--- src/rtl/sdram_seq_pkg.sv ---
package sdram_seq_pkg;
  localparam int TC_W = 4;

  typedef enum logic [1:0] {ST_IDLE, ST_RUN, ST_ERR} st_e;
  typedef enum logic [2:0] {CMD_NOP, CMD_ACT, CMD_RD, CMD_WR, CMD_PRE} cmd_e;

  typedef struct packed {
    logic [2:0] trcd;
    logic [2:0] tcasl;
    logic [2:0] tras;
    logic [2:0] trp;
  } gaps_t;

  function automatic gaps_t lat_gaps(logic [1:0] code);
    gaps_t g;
    case (code)
      2'd0:    g = '{trcd: 3'd1, tcasl: 3'd1, tras: 3'd2, trp: 3'd1};
      2'd1:    g = '{trcd: 3'd2, tcasl: 3'd2, tras: 3'd4, trp: 3'd2};
      default: g = '{trcd: 3'd3, tcasl: 3'd3, tras: 3'd6, trp: 3'd3};
    endcase
    return g;
  endfunction
endpackage

--- src/rtl/sdram_seq_match.sv ---
module sdram_seq_match #(
  parameter int AW    = 24,
  parameter int N_REG = 2,
  parameter int SEL_W = 1
) (
  input  logic [AW-1:0]       addr_i,
  input  logic [N_REG*AW-1:0] base_i,
  input  logic [N_REG*AW-1:0] mask_i,
  input  logic [N_REG-1:0]    valid_i,
  output logic                hit_o,
  output logic [SEL_W-1:0]    sel_o
);
  logic [N_REG-1:0] hit_vec;

  for (genvar g = 0; g < N_REG; g++) begin : g_cmp
    assign hit_vec[g] = valid_i[g] &&
      (((addr_i ^ base_i[g*AW +: AW]) & ~mask_i[g*AW +: AW]) == '0);
  end

  // lowest index wins
  always_comb begin
    sel_o = '0;
    for (int i = N_REG - 1; i >= 0; i--) begin
      if (hit_vec[i]) sel_o = SEL_W'(i);
    end
  end

  assign hit_o = |hit_vec;
endmodule

--- src/rtl/sdram_seq_timing.sv ---
module sdram_seq_timing
  import sdram_seq_pkg::*;
(
  input  logic [1:0]      lat_i,
  input  logic            wr_i,
  output logic [TC_W-1:0] cmd_at_o,
  output logic [TC_W-1:0] data_at_o,
  output logic [TC_W-1:0] pre_at_o,
  output logic [TC_W-1:0] last_at_o
);
  gaps_t g;
  logic [TC_W-1:0] rcd, cl, ras_t, rp, last_dat, after_dat;

  assign g        = lat_gaps(lat_i);
  assign rcd      = TC_W'(g.trcd);
  assign cl       = TC_W'(g.tcasl);
  assign ras_t    = TC_W'(g.tras);
  assign rp       = TC_W'(g.trp);

  assign cmd_at_o  = rcd;
  assign data_at_o = rcd + cl;
  assign last_dat  = wr_i ? rcd : rcd + cl;
  assign after_dat = last_dat + TC_W'(1);
  assign pre_at_o  = (ras_t > after_dat) ? ras_t : after_dat;
  // idle cycle plus accept cycle already give two clocks of spacing
  assign last_at_o = pre_at_o + ((rp > TC_W'(2)) ? rp - TC_W'(2) : TC_W'(0));
endmodule

--- src/rtl/sdram_seq_lanes.sv ---
module sdram_seq_lanes #(
  parameter int DW   = 32,
  parameter int BE_W = DW / 8
) (
  input  logic [1:0]      psize_i,
  output logic [BE_W-1:0] be_o,
  output logic [DW-1:0]   mask_o
);
  int n_on;

  always_comb begin
    case (psize_i)
      2'd1:    n_on = 1;
      2'd2:    n_on = 2;
      default: n_on = BE_W;
    endcase
  end

  for (genvar g = 0; g < BE_W; g++) begin : g_lane
    assign be_o[g]          = (g < n_on);
    assign mask_o[g*8 +: 8] = {8{be_o[g]}};
  end
endmodule

--- src/rtl/sdram_seq.sv ---
module sdram_seq
  import sdram_seq_pkg::*;
#(
  parameter int AW    = 24,
  parameter int DW    = 32,
  parameter int ROW_W = 11,
  parameter int COL_W = 9,
  parameter int N_REG = 2,
  localparam int SA_W = (ROW_W > COL_W) ? ROW_W : COL_W,
  localparam int BE_W = DW / 8
) (
  input  logic                clk_i,
  input  logic                rst_ni,
  input  logic                req_valid_i,
  input  logic                req_write_i,
  input  logic [AW-1:0]       req_addr_i,
  input  logic [DW-1:0]       req_wdata_i,
  output logic                req_ready_o,
  output logic                req_err_o,
  output logic [DW-1:0]       req_rdata_o,
  input  logic [N_REG*AW-1:0] rgn_base_i,
  input  logic [N_REG*AW-1:0] rgn_mask_i,
  input  logic [N_REG*2-1:0]  rgn_lat_i,
  input  logic [N_REG*2-1:0]  rgn_psize_i,
  input  logic [N_REG-1:0]    rgn_valid_i,
  input  logic [N_REG-1:0]    rgn_wprot_i,
  output logic [N_REG-1:0]    sd_cs_no,
  output logic                sd_ras_no,
  output logic                sd_cas_no,
  output logic                sd_we_no,
  output logic [SA_W-1:0]     sd_addr_o,
  output logic [DW-1:0]       sd_dq_o,
  output logic                sd_dq_oe_o,
  output logic [BE_W-1:0]     sd_be_o,
  input  logic [DW-1:0]       sd_dq_i
);
  localparam int SEL_W = (N_REG > 1) ? $clog2(N_REG) : 1;

  st_e              st_q;
  cmd_e             cmd;
  logic [TC_W-1:0]  tcnt_q;
  logic [ROW_W-1:0] row_q;
  logic [COL_W-1:0] col_q;
  logic             wr_q;
  logic [DW-1:0]    wdata_q, rdata_q;
  logic [SEL_W-1:0] sel_q, sel;
  logic [1:0]       lat_q, psize_q;
  logic             hit, refuse;
  logic [TC_W-1:0]  cmd_at, data_at, pre_at, last_at;
  logic [BE_W-1:0]  be;
  logic [DW-1:0]    lane_mask;

  sdram_seq_match #(.AW(AW), .N_REG(N_REG), .SEL_W(SEL_W)) u_match (
    .addr_i (req_addr_i),
    .base_i (rgn_base_i),
    .mask_i (rgn_mask_i),
    .valid_i(rgn_valid_i),
    .hit_o  (hit),
    .sel_o  (sel)
  );

  sdram_seq_timing u_timing (
    .lat_i    (lat_q),
    .wr_i     (wr_q),
    .cmd_at_o (cmd_at),
    .data_at_o(data_at),
    .pre_at_o (pre_at),
    .last_at_o(last_at)
  );

  sdram_seq_lanes #(.DW(DW), .BE_W(BE_W)) u_lanes (
    .psize_i(psize_q),
    .be_o   (be),
    .mask_o (lane_mask)
  );

  assign refuse = !hit || (req_write_i && rgn_wprot_i[sel]);

  always_ff @(posedge clk_i or negedge rst_ni) begin
    if (!rst_ni) begin
      st_q    <= ST_IDLE;
      tcnt_q  <= '0;
      row_q   <= '0;
      col_q   <= '0;
      wr_q    <= 1'b0;
      wdata_q <= '0;
      sel_q   <= '0;
      lat_q   <= '0;
      psize_q <= '0;
      rdata_q <= '0;
    end else begin
      case (st_q)
        ST_IDLE: begin
          tcnt_q <= '0;
          if (req_valid_i) begin
            if (refuse) begin
              st_q <= ST_ERR;
            end else begin
              st_q    <= ST_RUN;
              row_q   <= req_addr_i[COL_W +: ROW_W];
              col_q   <= req_addr_i[COL_W-1:0];
              wr_q    <= req_write_i;
              wdata_q <= req_wdata_i;
              sel_q   <= sel;
              lat_q   <= rgn_lat_i[sel*2 +: 2];
              psize_q <= rgn_psize_i[sel*2 +: 2];
            end
          end
        end
        ST_RUN: begin
          if (!wr_q && tcnt_q == data_at) rdata_q <= sd_dq_i & lane_mask;
          if (tcnt_q == last_at) begin
            st_q   <= ST_IDLE;
            tcnt_q <= '0;
          end else begin
            tcnt_q <= tcnt_q + TC_W'(1);
          end
        end
        default: st_q <= ST_IDLE;
      endcase
    end
  end

  always_comb begin
    cmd = CMD_NOP;
    if (st_q == ST_RUN) begin
      if (tcnt_q == '0)         cmd = CMD_ACT;
      else if (tcnt_q == cmd_at) cmd = wr_q ? CMD_WR : CMD_RD;
      else if (tcnt_q == pre_at) cmd = CMD_PRE;
    end
  end

  always_comb begin
    {sd_ras_no, sd_cas_no, sd_we_no} = 3'b111;
    sd_addr_o = '0;
    case (cmd)
      CMD_ACT: begin
        {sd_ras_no, sd_cas_no, sd_we_no} = 3'b011;
        sd_addr_o = SA_W'(row_q);
      end
      CMD_RD: begin
        {sd_ras_no, sd_cas_no, sd_we_no} = 3'b101;
        sd_addr_o = SA_W'(col_q);
      end
      CMD_WR: begin
        {sd_ras_no, sd_cas_no, sd_we_no} = 3'b100;
        sd_addr_o = SA_W'(col_q);
      end
      CMD_PRE: {sd_ras_no, sd_cas_no, sd_we_no} = 3'b010;
      default: ;
    endcase
  end

  for (genvar g = 0; g < N_REG; g++) begin : g_cs
    assign sd_cs_no[g] = !((cmd != CMD_NOP) && (sel_q == SEL_W'(g)));
  end

  assign sd_dq_oe_o  = (cmd == CMD_WR);
  assign sd_dq_o     = sd_dq_oe_o ? wdata_q : '0;
  assign sd_be_o     = (st_q == ST_RUN) ? be : '0;
  assign req_ready_o = (st_q == ST_ERR) || ((st_q == ST_RUN) && (tcnt_q == pre_at));
  assign req_err_o   = (st_q == ST_ERR);
  assign req_rdata_o = rdata_q;
endmodule

--- config.mk ---
export PLATFORM = sky130hd
export DESIGN_NAME = sdram_seq
export DESIGN_NICKNAME = d
export VERILOG_FILES = /design/src/rtl/sdram_seq_pkg.sv /design/src/rtl/sdram_seq_match.sv /design/src/rtl/sdram_seq_timing.sv /design/src/rtl/sdram_seq_lanes.sv /design/src/rtl/sdram_seq.sv
export SDC_FILE = /design/constraint.sdc
export NUM_CORES = 1
export LEC_CHECK = 0
export BUFFER_PORTS_ARGS = -buffer_cell sky130_fd_sc_hd__buf_2
export CORE_MARGIN = 2
export CORE_UTILIZATION = 51
export DETAILED_ROUTE_END_ITERATION = 12
export MAX_ROUTING_LAYER = met4
export PLACE_DENSITY = 0.94
export SLEW_MARGIN = 40
export SYNTH_ARGS = -nofsm -noshare
export SYNTH_HDL_FRONTEND = slang
export SYNTH_HIERARCHICAL = 1
export SYNTH_SLANG_ARGS = --single-unit
--- constraint.sdc ---
create_clock -name clk_i -period 4.25 [get_ports clk_i]
set_input_delay 0.85 -clock clk_i [delete_from_list [all_inputs] [get_ports clk_i]]
set_output_delay 0.85 -clock clk_i [all_outputs]
set_load 0.03 [all_outputs]
-- Word-level counts from Yosys, hierarchy flattened
Cells that the tools add are included.
W data, S select, Z words.
- flip-flop bits (word level): 96
- bits of input ports: 200
- output and inout bits: 87
- add/sub/neg operators: 5
- order comparisons: 7
- equality and inequality tests: 15
- shift-type cells: 2
- mux-type cells: 26
- bitwise logic cells: 9
- reductions and logical operators: 27
- operators by type and width (kind ; number):
    $and A24 B24 Y24 ; 2
    $logic_not A24 Y1 ; 2
    $not A24 Y24 ; 2
    $xor A24 B24 Y24 ; 2
    $pmux W11 S2 ; 2
    $and A32 B32 Y32 ; 1
    $mux W32 ; 1
    $mux W4 ; 5
    $eq A4 B4 Y1 ; 3
    $mux W3 ; 4
    $add A4 B1 Y4 const B ; 2
    $mux W1 ; 8
    $pmux W4 S2 ; 1
    $reduce_or A2 Y1 ; 4
    $shiftx A4 B3 Y2 ; 2
    $logic_and A1 B1 Y1 ; 7
    $eq A2 B1 Y1 const B ; 3
    $eq A3 B2 Y1 const B ; 2
    $lt A1 B3 Y1 const A ; 2
    $lt A2 B3 Y1 const A ; 2
    $mux W2 ; 3
    $pmux W3 S2 ; 1
    $add A2 B3 Y4 ; 1
    $add A4 B4 Y4 ; 1
    19 further kinds ; 28

-- Longest topological paths before layout
- depth in word-level cells: 15
- gate-level depth with buffers: 12
- mapped depth without buffers: 11

-- By module
The synthesis kept the hierarchy.
- by module, submodules not included (module ; instances ; cells each ; area an instance (um^2) ; sequential area each (um^2)):
    sdram_seq ; 1 ; 387 ; 4800.9 ; 2402.3
    sdram_seq_match ; 1 ; 92 ; 664.4 ; 0.0
    sdram_seq_lanes ; 1 ; 38 ; 279.0 ; 0.0
    sdram_seq_timing ; 1 ; 30 ; 217.7 ; 0.0

-- Worst setup path after synthesis
No wires, ideal clock.
- path kind: reg-to-output
- start: register wr_q
- end: output port req_ready_o
- arrival time: 2.262 ns
- slack: 1.138 ns
- stages on the path, launching flop included: 10
- path through: dfrtp_1 ha_1 xnor2_1 ha_1 nor2b_1 o22ai_1 a211oi_2 xnor2_1 nand4_1 o21bai_1
- cells in the longest elaborated chain, start to end: 7
- RTL lines (item ; RTL line ; text):
    start: declaration ; sdram_seq.sv:44 ; logic wr_q;
    start signal: assignment ; sdram_seq.sv:102 ; wr_q <= req_write_i;
    $mux W4 * ; sdram_seq_timing.sv:22 ; assign last_dat = wr_i ? rcd : rcd + cl;
    $add A4 B1 Y4 * ; sdram_seq_timing.sv:23 ; assign after_dat = last_dat + TC_W'(1);
    $gt A3 B4 Y1 ; sdram_seq_timing.sv:24 ; assign pre_at_o = (ras_t > after_dat) ? ras_t : after_dat;
    $mux W4 * ; sdram_seq_timing.sv:24 ;
    net pre_at[2] ; sdram_seq.sv:49 ; logic [TC_W-1:0] cmd_at, data_at, pre_at, last_at;
    $eq A4 B4 Y1 * ; sdram_seq.sv:161 ; assign req_ready_o = (st_q == ST_ERR) || ((st_q == ST_RUN) && (tcnt_q == pre_at));
    $logic_and A1 B1 Y1 * ; sdram_seq.sv:161 ;
    $logic_or A1 B1 Y1 * ; sdram_seq.sv:161 ;
    end: declaration ; sdram_seq.sv:18 ; output logic req_ready_o,
The timed path passes the listed nets; every way through them passes the cells marked *.

-- Worst setup path after layout
- start: register wr_q
- end: output port sd_ras_no
- cells in the longest elaborated chain, start to end: 12
- elaborated cells on any way between the ends: 14
- those cells by class: add/sub: 1; order compare: 1; eq/ne: 3; mux: 8; reduce/logical: 1
- RTL lines (item ; RTL line ; text):
    $mux W4 * ; sdram_seq_timing.sv:22 ;
    $add A4 B1 Y4 * ; sdram_seq_timing.sv:23 ;
    $gt A3 B4 Y1 ; sdram_seq_timing.sv:24 ;
    $mux W4 * ; sdram_seq_timing.sv:24 ;
    net pre_at[2] ; sdram_seq.sv:49 ;
    $eq A4 B4 Y1 * ; sdram_seq.sv:129 ; else if (tcnt_q == pre_at) cmd = CMD_PRE;
    $mux W3 * ; sdram_seq.sv:129 ;
    $mux W3 * ; sdram_seq.sv:128 ; else if (tcnt_q == cmd_at) cmd = wr_q ? CMD_WR : CMD_RD;
    $mux W3 * ; sdram_seq.sv:127 ; if (tcnt_q == '0) cmd = CMD_ACT;
    $mux W3 * ; sdram_seq.sv:126 ; if (st_q == ST_RUN) begin
    $eq A3 B1 Y1 or $eq A3 B3 Y1 (tied branches) ; sdram_seq.sv:136 ; case (cmd)
    $reduce_or A2 Y1 (no source line) * ; -- ;
    $mux W1 * ; sdram_seq.sv:136 ;
    end: declaration ; sdram_seq.sv:28 ; output logic sd_ras_no,
Marks and branches as above.

==> results.md <==
- RSZ-0062 raised after global routing: no
- P&R area growth vs syn: 26.8%
- Seq/Total Area, Yosys: between 40% and 50%
- Compound-gate portion of the synthesized area: about 6.5%
- Fin worst setup slack: 444 ps
- Cts bufs inserted: 9
- Worst-path cell chain: ha_1 > xnor2_1 > ha_1 > nor2b_1 > o22ai_1 > a211oi_2 > xnor2_1 > nand4_1 > nand2b_1 > a21o_1 > buf_2
- Hold Path End: psize_q[1]
- Worst Skew: 8.59 ps
- Final nets: ~1.0k
- Tmin final: approximately 3800 ps
- GRT Overall Usage: 26.8%
- Top cell type's share of synthesized area: 40.3%
- Root Buffer: clkbuf_16
- CP Launch Type: flip-flop
- Synth Area in Simple Gates: 11.6%
- Final hold vios: 0
- Max-cap violations: 0
- Hold path depth: 2
- FF-to-FF End: req_rdata_o[24]
- Synth Register Bits: 96
- GP Congestion: around 1
- Die width: 112 um
- Htree depth: 3
- Period Utilization, post-route: 89.5%
- Top Ports: 287
- Vias: 4812
- Adder-cell area share of the yosys netlist: 1.47%
- Leak pwr: 4.10 nW
- Hold slack final: slightly below 500 ps
- Crit path kind: reg -> out
- Synth Area in XOR/XNOR: 10.1%
- Max Fclk: 263 MHz
- Post-Synthesis Cells: 547
- Setup Buffers After CTS: 0
- Slowest CP cell: dfrtp_1
- Post-route DRC: 0
- Req. time, crit path: 3400 ps
- Critical path peak fanout: 10
- Launching point of the worst reg2reg path: lat_q[1]
- Post-cts resize count: 0
- Most common cell in the synthesized netlist: dfrtp_1
- CTS Sinks: 96
- Largest net degree at the start of global routing: 75
- Skew-Pair Late Insertion Delay: ~330 ps
- Half-perimeter wire length after placement: 13.6 mm
- First-pass iteration count of the detailed router: 4
- Grt ovf: 0
- Fraction of layout instances using a drive strength above 1: 46.7%
- Slowest stage delay, CP: 590 ps
- Site Rows: 39
- Starting Density: 52.2%
- Commonest cells in the netlist: dfrtp_1 (96), xnor2_1 (57), mux2_4 (49), nand2_1 (48)
- Dominant combinational cell family by area after synthesis: multiplexers
- Die area: 12600 sq um
- Number of synthesized flops with an enable pin: 0
- Arr. time, crit path: 2960 ps
- Drt via density: 5.05
- Detail Route Antenna Nets: 0
- CTS clk-pin slew, worst paths: 70 ps
- Worst VDD drop: 203 uV
- Power Density: 296 nW/um^2
- Status: complete, no violations
- Main area contributors after synthesis: dfrtp_1 (40%), mux2_4 (12%), xnor2_1 (8.4%)
- Core area: 11400 sq um
- First-pass GRT wire length: 25.4 mm
- Hold WC Path Type: reg -> reg
- R2r worst-path depth: 7
- IO buf count: 286
- Final setup vio count: 0
- Leading area contributor after synthesis: dfrtp_1
- Clk buf depth: 2
- Top_reg_cell synth: dfrtp_1
- Reg2Reg Setup Slack: 2070 ps
- Synth cell types: 45
- Synth warn: 6
- Endpoint type of the worst setup path: primary output
- Initial antenna violation count: 1
- Mapped Area: slightly below 6000 sq um
- Die Height: 112 um
- Async SR Flop Fraction: 100%
- Total Wirelength: 16.6 mm
- Mean routed wirelength per cell: 17.4 um
- Mean area per synthesized cell: 10.9 sq um
- Setup TNS: 0 ps
- Hold path start: psize_q[1]
- Worst-margin pin slew: 688 ps
- Overall power: 0.00224 W
- Worst slew margin: 54.1%
- Starting DRT DRC Count: around 310
- CTS tree: done
- Hold buffers post-CTS: 0
- Pre-CTS setup slack: 612 ps
- Post-synthesis mux area share: about a fifth
- Vias in the first global route: 4904
- Pins Over Slew Limit: 0
-- layout make-up --
class / count / area [sq um]
Multi-Input combinational cell: 362 / 2980
Clock inverter: 6 / 115
Sequential cell: 96 / 2400
Fill cell: 925 / 3860
Timing Repair Buffer: 293 / 1500
Antenna cell: 1 / 2.50
Inverter: 42 / 158
Tap cell: 143 / 179
Clock buffer: 9 / 225
-- worst max-delay path, delay by kind of cell, from the launching register on --
kind | cells | cell delay, ps
xor gates and xnor gates | 2 | 260
DFF | 1 | 590
and+or+nand+nor | 3 | 510
AOI/OAI and AO/OA | 3 | 510
adders and majority gates | 2 | 590
buffers and inverters | 1 | 170
-- state kept, by name (all words and copies together), names as in the netlist --
name / cells
req_rdata_o: 32
wdata_q: 32
row_q: 11
col_q: 9
tcnt_q: 4
lat_q: 2
psize_q: 2
st_q: 2
sel_q: 1
wr_q: 1
-- stage by stage --
step / instance area (sq um) / cells / utilization [%]
4_1_cts: 7560 / 951 / 66.2
5_1_grt: 7560 / 952 / 66.2
6_report: 7560 / 952 / 66.2
3_3_place_gp: 7210 / 936 / 63.2
3_5_place_dp: 7220 / 936 / 63.2
2_1_floorplan: 6010 / 559 / -
-- how the worst max path moves through the flow --
stage	depth (start not counted)	endpoint	start
after floorplan	9	req_ready_o	wr_q
after global placement	11	wdata_q[2]	rgn_base_i[21]
after detailed placement	11	wdata_q[2]	req_addr_i[21]
after CTS	11	sd_ras_no	wr_q
after global routing	11	sd_ras_no	wr_q
final	11	sd_ras_no	wr_q
-- cell usage in the layout, fill, tap and decap left out, types with 11 or more instances in the layout --
master	n
nand2_1	48
mux2_4	49
xnor2_1	57
buf_2	285
nor2_1	14
mux2i_1	36
conb_1	14
and2_1	38
o21ai_0	11
o22ai_1	23
dfrtp_1	96
inv_1	41
-- cells by family (layout without fill, tap and decap cells) --
group	after synthesis	count (layout)
buf+inv	101	350
simple gates	131	131
fa+ha+maj	7	7
flops	96	96
mux	90	90
xor+xnor	66	66
compound gates	54	54
other cells	2	15
-- report_power, final --
group          switching (W)  internal, W
Sequential         0.0000182     0.000945
Combinational       0.000193     0.000162
Clock               0.000345     0.000576
-- per-layer routing --
layer | share of wire, % | vias to the layer above | global-route usage, %
li1 | - | 2269 | -
met1 | 38 | 2278 | 29.2
met2 | 52 | 231 | 47.8
met3 | 6.2 | 34 | 4.86
met4 | 3.3 | 0 | 11.7
met5 | 0 | - | -
No activity file was read; power rests on OpenSTA's default activity.
